[src/rtl/act_pkg.sv]
package act_pkg;

    typedef enum logic {
        ACT_RELU = 1'b0,
        ACT_SIGM = 1'b1
    } act_mode_e;

    localparam int unsigned DEF_DATA_W = 16;
    localparam int unsigned DEF_FRAC_W = 8;
    localparam int unsigned DEF_ACC_W  = 32;
    localparam int unsigned DEF_ORDER  = 5;
    localparam int unsigned DEF_SAT    = 8;

endpackage

[src/rtl/act_horner.sv]
module act_horner #(
    parameter int unsigned DW      = 16,
    parameter int unsigned FW      = 8,
    parameter int unsigned AW      = 32,
    parameter int unsigned ORDER   = 5,
    parameter int unsigned SAT_INT = 8
) (
    input  logic                 clk,
    input  logic                 rst_n,
    input  logic                 start,
    input  logic signed [DW-1:0] x_in,
    input  logic signed [DW-1:0] coef [ORDER+1],
    output logic                 busy,
    output logic                 done,
    output logic        [DW-1:0] result
);
    localparam int unsigned CW = $clog2(ORDER + 1);
    localparam int unsigned PW = AW + DW;
    localparam logic signed [DW-1:0] XLIM  = DW'(SAT_INT * (2 ** FW));
    localparam logic signed [DW-1:0] XNEG  = -XLIM;
    localparam logic signed [DW-1:0] ONE   = DW'(2 ** FW);
    localparam logic signed [AW-1:0] ONE_A = AW'(ONE);

    typedef struct packed {
        logic [CW-1:0]        cnt;
        logic signed [DW-1:0] x;
        logic signed [AW-1:0] acc;
        logic                 hi;
        logic                 lo;
        logic                 done;
    } eng_t;

    eng_t eng_d, eng_q;
    logic [CW-1:0]        idx;
    logic signed [PW-1:0] prod;
    logic signed [AW-1:0] step;

    always_comb begin
        eng_d      = eng_q;
        eng_d.done = 1'b0;
        idx        = eng_q.cnt - CW'(1);
        prod       = PW'($signed(eng_q.acc)) * PW'($signed(eng_q.x));
        step       = AW'(prod >>> FW) + AW'(coef[idx]);
        if (start) begin
            eng_d.x   = x_in;
            eng_d.acc = AW'(coef[ORDER]);
            eng_d.cnt = CW'(ORDER);
            eng_d.hi  = (x_in >= XLIM);
            eng_d.lo  = (x_in <= XNEG);
        end else if (eng_q.cnt != '0) begin
            eng_d.acc  = step;
            eng_d.cnt  = eng_q.cnt - CW'(1);
            eng_d.done = (eng_q.cnt == CW'(1));
        end
    end

    always_ff @(posedge clk or negedge rst_n) begin
        if (!rst_n) eng_q <= '0;
        else        eng_q <= eng_d;
    end

    always_comb begin
        if (eng_q.hi)                       result = ONE;
        else if (eng_q.lo)                  result = '0;
        else if ($signed(eng_q.acc) < 0)     result = '0;
        else if ($signed(eng_q.acc) > ONE_A) result = ONE;
        else                                 result = DW'(eng_q.acc);
    end

    assign busy = (eng_q.cnt != '0);
    assign done = eng_q.done;


    start_idle_chk: assert property (@(posedge clk) disable iff (!rst_n)
        start |-> (eng_q.cnt == '0));


    done_pulse_chk: assert property (@(posedge clk) disable iff (!rst_n)
        eng_q.done |=> !eng_q.done);

endmodule

[src/rtl/act_relu_pipe.sv]
module act_relu_pipe #(
    parameter int unsigned DW    = 16,
    parameter int unsigned DEPTH = 6
) (
    input  logic          clk,
    input  logic          rst_n,
    input  logic          in_v,
    input  logic [DW-1:0] in_d,
    output logic          out_v,
    output logic [DW-1:0] out_d
);
    typedef struct packed {
        logic [DEPTH-1:0]         v;
        logic [DEPTH-1:0][DW-1:0] d;
    } pipe_t;

    pipe_t pipe_d, pipe_q;
    logic [DW-1:0] rect;

    always_comb begin
        rect   = in_d[DW-1] ? '0 : in_d;
        pipe_d = pipe_q;
        pipe_d.v    = {pipe_q.v[DEPTH-2:0], in_v};
        pipe_d.d    = {pipe_q.d[DEPTH-2:0], rect};
    end

    always_ff @(posedge clk or negedge rst_n) begin
        if (!rst_n) pipe_q <= '0;
        else        pipe_q <= pipe_d;
    end

    assign out_v = pipe_q.v[DEPTH-1];
    assign out_d = pipe_q.d[DEPTH-1];


    relu_nonneg_chk: assert property (@(posedge clk) disable iff (!rst_n)
        out_v |-> !out_d[DW-1]);

endmodule

[src/rtl/act_unit.sv]
module act_unit
    import act_pkg::*;
#(
    parameter int unsigned DATA_W  = DEF_DATA_W,
    parameter int unsigned FRAC_W  = DEF_FRAC_W,
    parameter int unsigned ACC_W   = DEF_ACC_W,
    parameter int unsigned ORDER   = DEF_ORDER,
    parameter int unsigned SAT_INT = DEF_SAT
) (
    input  logic              clk,
    input  logic              rst_n,
    input  logic              in_valid,
    output logic              in_ready,
    input  logic              in_mode,
    input  logic [DATA_W-1:0] in_data,
    input  logic              cfg_we,
    input  logic [2:0]        cfg_sel,
    input  logic [DATA_W-1:0] cfg_coef,
    output logic              out_valid,
    output logic [DATA_W-1:0] out_data
);
    localparam int unsigned LAT = ORDER + 1;
    localparam logic signed [DATA_W-1:0] ONE = DATA_W'(2 ** FRAC_W);

    typedef struct packed {
        logic              valid;
        logic [DATA_W-1:0] data;
    } out_t;

    logic signed [DATA_W-1:0] coef_q [ORDER+1];
    logic signed [DATA_W-1:0] coef_d [ORDER+1];
    logic              sig_busy, sig_done, sig_start, relu_in;
    logic              relu_v, accept;
    logic [DATA_W-1:0] relu_d, sig_res;
    out_t              out_d_s, out_q_s;

    for (genvar g = 0; g <= ORDER; g++) begin : g_coef
        always_comb begin
            coef_d[g] = coef_q[g];
            if (cfg_we && (cfg_sel == 3'(g))) coef_d[g] = cfg_coef;
        end
        always_ff @(posedge clk or negedge rst_n) begin
            if (!rst_n) coef_q[g] <= '0;
            else        coef_q[g] <= coef_d[g];
        end
    end

    assign in_ready  = (in_mode == ACT_RELU) || !sig_busy;
    assign accept    = in_valid && in_ready;
    assign sig_start = accept && (in_mode == ACT_SIGM);
    assign relu_in   = accept && (in_mode == ACT_RELU);

    act_horner #(
        .DW(DATA_W), .FW(FRAC_W), .AW(ACC_W), .ORDER(ORDER), .SAT_INT(SAT_INT)
    ) i_horner (
        .clk   (clk),
        .rst_n (rst_n),
        .start (sig_start),
        .x_in  ($signed(in_data)),
        .coef  (coef_q),
        .busy  (sig_busy),
        .done  (sig_done),
        .result(sig_res)
    );

    act_relu_pipe #(.DW(DATA_W), .DEPTH(LAT)) i_relu (
        .clk  (clk),
        .rst_n(rst_n),
        .in_v (relu_in),
        .in_d (in_data),
        .out_v(relu_v),
        .out_d(relu_d)
    );

    always_comb begin
        out_d_s.valid = relu_v || sig_done;
        out_d_s.data  = relu_v ? relu_d : sig_res;
    end

    always_ff @(posedge clk or negedge rst_n) begin
        if (!rst_n) out_q_s <= '0;
        else        out_q_s <= out_d_s;
    end

    assign out_valid = out_q_s.valid;
    assign out_data  = out_q_s.data;


    one_result_chk: assert property (@(posedge clk) disable iff (!rst_n)
        $onehot0({relu_v, sig_done}));


    sig_range_chk: assert property (@(posedge clk) disable iff (!rst_n)
        sig_done |=> (out_valid && ($signed(out_data) >= 0) && ($signed(out_data) <= ONE)));

endmodule

[config.mk]
export PLATFORM = sky130hd
export DESIGN_NAME = act_unit
export DESIGN_NICKNAME = d
export VERILOG_FILES = /design/src/rtl/act_pkg.sv /design/src/rtl/act_horner.sv /design/src/rtl/act_relu_pipe.sv /design/src/rtl/act_unit.sv
export SDC_FILE = /design/constraint.sdc
export NUM_CORES = 2
export LEC_CHECK = 0
export BUFFER_PORTS_ARGS = -buffer_cell sky130_fd_sc_hd__buf_2
export CAP_MARGIN = 10
export CORE_ASPECT_RATIO = 0.75
export CORE_MARGIN = 4
export CORE_UTILIZATION = 35
export CTS_CLUSTER_DIAMETER = 40
export DETAILED_ROUTE_END_ITERATION = 8
export PLACE_DENSITY = 0.56
export SLEW_MARGIN = 20
export SYNTH_ARGS = -nofsm -noshare
export SYNTH_HDL_FRONTEND = slang
export SYNTH_SLANG_ARGS = --single-unit
[constraint.sdc]
create_clock -name clk -period 11.3 [get_ports clk]
set_input_delay 0 -clock clk [delete_from_list [all_inputs] [get_ports clk]]
set_output_delay 0 -clock clk [all_outputs]
set_load 0.02 [all_outputs]
# Yosys cells after proc, flatten, opt, wreduce, memory -nomap -nowiden
# Index checks and enable logic that the tools add are counted.
[classes]
bitwise = 2
muxes = 15
eq_ne = 6
magnitude_cmp = 5
n_addsub = 2
reduce_logical = 15
multipliers = 1
[ops]
columns = ["operator", "count"]
rows = [
  ["2-to-1 mux 16 bit", 7],
  ["2-to-1 mux 32 bit", 2],
  ["binary-select mux 16 bit (select 3 bit)", 1],
  ["multiplier 32 x 16 -> 40 bit", 1],
  ["adder 32 x 16 -> 32 bit", 1],
  ["> comparator 32 x 10 -> 1 bit (second input constant)", 1],
  ["< comparator 32 x 1 -> 1 bit (second input constant)", 1],
  ["greater-or-equal comparator 16 x 13 -> 1 bit (second input constant)", 1],
  ["less-or-equal comparator 16 x 12 -> 1 bit (second input constant)", 1],
  ["2-to-1 mux 15 bit", 1],
  ["logical AND 1 bit", 9],
  ["equality test 3 x 1 -> 1 bit (second input constant)", 2],
  ["equality test 3 x 2 -> 1 bit (second input constant)", 2],
  ["equality test 3 bit (second input constant)", 2],
  ["2-to-1 mux 3 bit", 2],
  ["greater-or-equal comparator 4 bit (second input constant)", 1],
  ["inverter 3 -> 4 bit", 1],
  ["logical NOT 3 bit", 1],
  ["nonzero test 3 bit", 1],
  ["subtractor 3 x 1 -> 3 bit (second input constant)", 1],
  ["logical OR 1 bit", 2],
  ["2-to-1 mux 1 bit", 2],
  ["nonzero test 2 bit", 1],
  ["logical NOT 1 bit", 1],
  ["inverter 1 bit", 1],
]
[totals]
reg_bits = 269
elab_cells = 67

# Longest topological paths before layout
[depth]
depth_word = 8
ltp_mapped = 39
mapped_depth_nobuf = 38

# Modules after synthesis
# Synthesis repeated with hierarchy kept, for this count alone.
[hier_totals]
cells_unflattened = 2610
hier_area_um2 = 26693.1
[by_module_without_submodules]
columns = ["mod", "seq_area_each_um2", "area_per_inst_um2", "instances", "cells_each"]
rows = [
  ["act_horner", 1351.3, 19791.5, 1, 2249],
  ["act_unit", 2827.7, 4355.4, 1, 247],
  ["act_relu_pipe", 2402.3, 2546.2, 1, 114],
]

# Worst setup path before layout
# No wires, ideal clock.
[synth_timing]
path_type = "register -> register"
from = "register i_horner.eng_q[17] (netlist name)"
to = "register i_horner.eng_q[34] (netlist name)"
n_path_buf = 3
setup_slack_ps = 2613
arrival_ps = 8551
t_required_ps = 11163
stages_incl_launch_ff = 39
setup_ps = 137
path_cell_list = "dfrtp_1 clkbuf_1 clkbuf_1 nand2_1 fa_1 inv_1 fa_1 inv_1 fa_1 inv_1 fa_1 fa_1 inv_1 fa_1 inv_1 ha_1 clkbuf_1 and4_1 (+3 left out) a21oi_1 or2_1 and2_1 o21a_1 nor2_1 ha_1 a21o_1 a21o_1 a21o_1 a2111oi_4 o22ai_1 a21oi_2 o21bai_1 a31o_1 a2111oi_4 nor3_1 xnor2_1 a21oi_1"
[synth_between]
elab_chain_len = 4
[synth_lines]
columns = ["element", "line_no", "rtl"]
rows = [
  ["start, declared", "act_horner.sv:33", "eng_t eng_d, eng_q;"],
  ["start signal, assigned", "act_horner.sv:59", "else eng_q <= eng_d;"],
  ["multiplier 32 x 16 -> 40 bit", "act_horner.sv:42", "prod = PW'($signed(eng_q.acc)) * PW'($signed(eng_q.x));"],
  ["adder 32 x 16 -> 32 bit", "act_horner.sv:43", "step = AW'(prod >>> FW) + AW'(coef[idx]);"],
  ["2-to-1 mux 32 bit", "act_horner.sv:50", "end else if (eng_q.cnt != '0) begin"],
  ["2-to-1 mux 32 bit", "act_horner.sv:44", "if (start) begin"],
]
# Every way passes these cells. The select of a mux whose other input is x is not followed.
# A chain may end at the register's enable or synchronous reset.

# Worst setup path in the final report
[layout_timing]
from = "register i_horner.eng_q[42] (netlist name)"
to = "register i_horner.eng_q[34] (netlist name)"
# The elaborated chain is that of the path after synthesis.

==> results.cfg <==
[floorplan]
rows = 86
ioPinCount = 58
die_w_um = 324.1
die_height_um = 245.0
start_util_pct = 35.52
dieArea_um2 = 79410
coreArea_um2 = 73820

[logic_synthesis]
synthFlopType = dfrtp_1
synthDistinctLibCells = 58
synth_edf_count = 0
ys_async_sr_fraction_pct = 100.0
syn_nets = 3158
ys_warn_count = 0
netlist_instances = 2570
syn-cell-area_um2 = 26220
synth_seq_area_share_pct = 25.10
synth.area.top_cells = fa_1 (31%), dfrtp_1 (25%), inv_1 (7.1%), ha_1 (6.5%), mux2_2 (4.8%)
synth_top_cell_area_share_pct = 31.38
synthAdderAreaFrac_pct = 37.91
synth_top_family_by_area = adder cells
synth-simple-area-share_pct = 12.10
synth_compound_area_share_pct = 5.583
synth_xor_area_share_pct = 2.639
syn_avg_cell_area_um2 = 10.20
synth_top_area_cell = fa_1
synth.area.mux_share_pct = 7.482
synth_seq_cells = 263

[global_routing]
antenna_found_initial = 2
grt_usage_pct = 17.32
grt_max_degree = 148
grt_pass1_wl_um = 109200
grt_pass1_vias = 19710
overflow = 0

[setup_path]
worstPathMaxFanout = 21
crit_path_frequent_cell = fa_1
reg2reg_from = i_horner.eng_q[42]$_DFFE_PN0P_
crit_type = flip-flop to flip-flop
crit_required_ns = 11.68
startpoint_type = flip-flop
endpoint_kind = flip-flop
startpoint = i_horner.eng_q[42]$_DFFE_PN0P_
arrival_ns = 9.98
critPathMaxStageDelay_ns = 0.86
crit_slowest_cell = dfrtp_1

[timing]
hold_viol = 0
period_share_pct = 85.00
fin_crit_ns = 9.605
max_freq_ghz = 0.1041
drv_slew = 0
setup_violations = 0
skew_ns = 0.03812
maxSlewHeadroom_pct = 26.13
worst_pin_slew_ns = 1.104
fin_tns_setup_ns = 0
rsz0062_at_grt = false

[hold_path]
hold_class = input pin to flip-flop
min-delay-start = cfg_sel[1]

[layout]
layout.nets = 3190
design_area_um2 = 29320
area_delta_synth_final_pct = 11.83
antennaDiodeCount = 0
drive_above_1_share_pct = 11.91

[place]
post_dp_cell_area_um2 = 27490
portBuffers = 57
dp_hpwl_um = 49620
gp_congestion = 0.9151

[clocking]
insertion_delay_ns = 0.56
cts_buffers = 40
path_clk_slew_ns = 0.06
h-tree-depth = 2
cts_sinks = 263
cts_buffer_depth = 3
root_buffer = clkbuf_16
cts_tree = done

[detailed_routing]
ant_nets = 0
wl_met3_um = 3825
routed_via_density = 4.942
drc = 0
wl_met2_um = 30150
wl_um = 65890
highest_layer = met4
met1_length_um = 31210
drt_iter0_markers = 1065
drtPass1Iterations = 7
routedWlPerCell_um = 18.32
vias = 17770

[outcome]
run_status = complete, no violations

[flow_run]
drv_cap = 0
==> logic make-up (layout without fill, tap and decap cells) <==
logic type               Yosys count  in the layout
AND/OR/NAND/NOR                  665            665
buffers and inverters            641            699
adder cells (fa/ha/maj)          548            548
flip-flops                       263            263
AO/OA/AOI/OAI                    211            211
multiplexers                     162            162
XOR/XNOR                          79             79
other                              1              1
==> layer usage <==
metal / track usage (%) / vias to the layer above
li1: - / 7920
met5: 0 / -
met3: 2.448 / 63
met1: 25.77 / 9327
met2: 27.51 / 460
met4: 2.568 / 0
==> per-stage QoR <==
stage	setup WS (ns)	util, %	cells	hold WS, ns
2_1_floorplan	2.613	-	2570	-0.2956
3_3_place_gp	1.808	37.24	3485	0.2254
3_5_place_dp	1.756	37.24	3485	0.2439
4_1_cts	1.698	39.66	3593	0.01565
5_1_grt	1.099	39.73	3596	0.03224
6_report	1.695	39.73	3596	0.03700
==> Yosys cell counts (8+ instances only) <==
library cell  number
a211oi_1          19
a21o_1            24
a21oi_1           56
a22o_1            24
and2_1           177
clkbuf_1         139
dfrtp_1          263
fa_1             411
ha_1             137
inv_1            496
mux2_2           112
mux2i_1           34
mux4_2            16
nand2_1          325
nand2b_1          14
nand3_1            8
nand4_1            9
nor2_1            66
nor2b_1           24
nor3_1            12
nor4_1            11
o21a_1            11
o21ai_0           29
o21bai_1           8
xnor2_1           59
xor2_1            20
==> cell usage in the layout (no fill, tap or decap), drive strengths merged, types with 24 or more instances in the layout <==
master,n
a21o,24
a21oi,58
a22o,24
and2,177
buf,93
clkbuf,44
dfrtp,263
dlygate4sd3,41
fa,411
ha,137
inv,507
mux2,112
mux2i,34
nand2,325
nor2,66
nor2b,24
o21ai,34
xnor2,59
==> worst max-delay path, delay by kind of cell (launching register included) <==
family	cells	cell delay, ns
buffers and inverters	4	0.62
XOR/XNOR	1	0.14
AND/OR/NAND/NOR	7	0.89
AO/OA/AOI/OAI	14	3.05
flip-flops	1	0.86
adder cells (fa/ha/maj)	8	3.83
==> sequential cells by signal, indices dropped and copies added, names as in the netlist <==
signal          count
coef_q             96
i_relu.pipe_d      80
i_horner.eng_q     53
out_data           16
i_relu.out_d       15
i_horner.done       1
i_relu.out_v        1
out_valid           1
==> layout make-up <==
type / count / area (um^2)
Multi-Input combinational cell: 1666 / 17260
Timing Repair Buffer: 134 / 1012
Clock buffer: 44 / 1056
Tap cell: 968 / 1211
Inverter: 497 / 1866
Clock inverter: 24 / 329.1
Sequential cell: 263 / 6586
Fill cell: 7208 / 44490
==> worst paths after layout <==
path / end / slack (ns) / cells after the start
max in group asynchronous: i_horner.eng_q[15]$_DFFE_PN0P_ / 8.47 / 6
min in group asynchronous: out_data[15]$_DFF_PN0_ / 0.46 / 3
min: coef_q[82]$_DFFE_PN0P_ / 0.04 / 3
max reg2reg: i_horner.eng_q[34]$_DFFE_PN0P_ / 1.70 / 34
min reg2reg: i_relu.pipe_d[50]$_DFF_PN0_ / 0.34 / 0
max: i_horner.eng_q[34]$_DFFE_PN0P_ / 1.70 / 34
==> what timing repair did <==
item                                    in CTS  in global routing
setup buffers                                0                  0
endpoints found under the setup margin       0                  0
endpoints found under the hold margin      275                 47
hold buffers                                40                  1
resized for setup                            0                  0
Power is not shown: default switching activity piles up to over one toggle a cycle in this logic, so the estimate is an artifact.
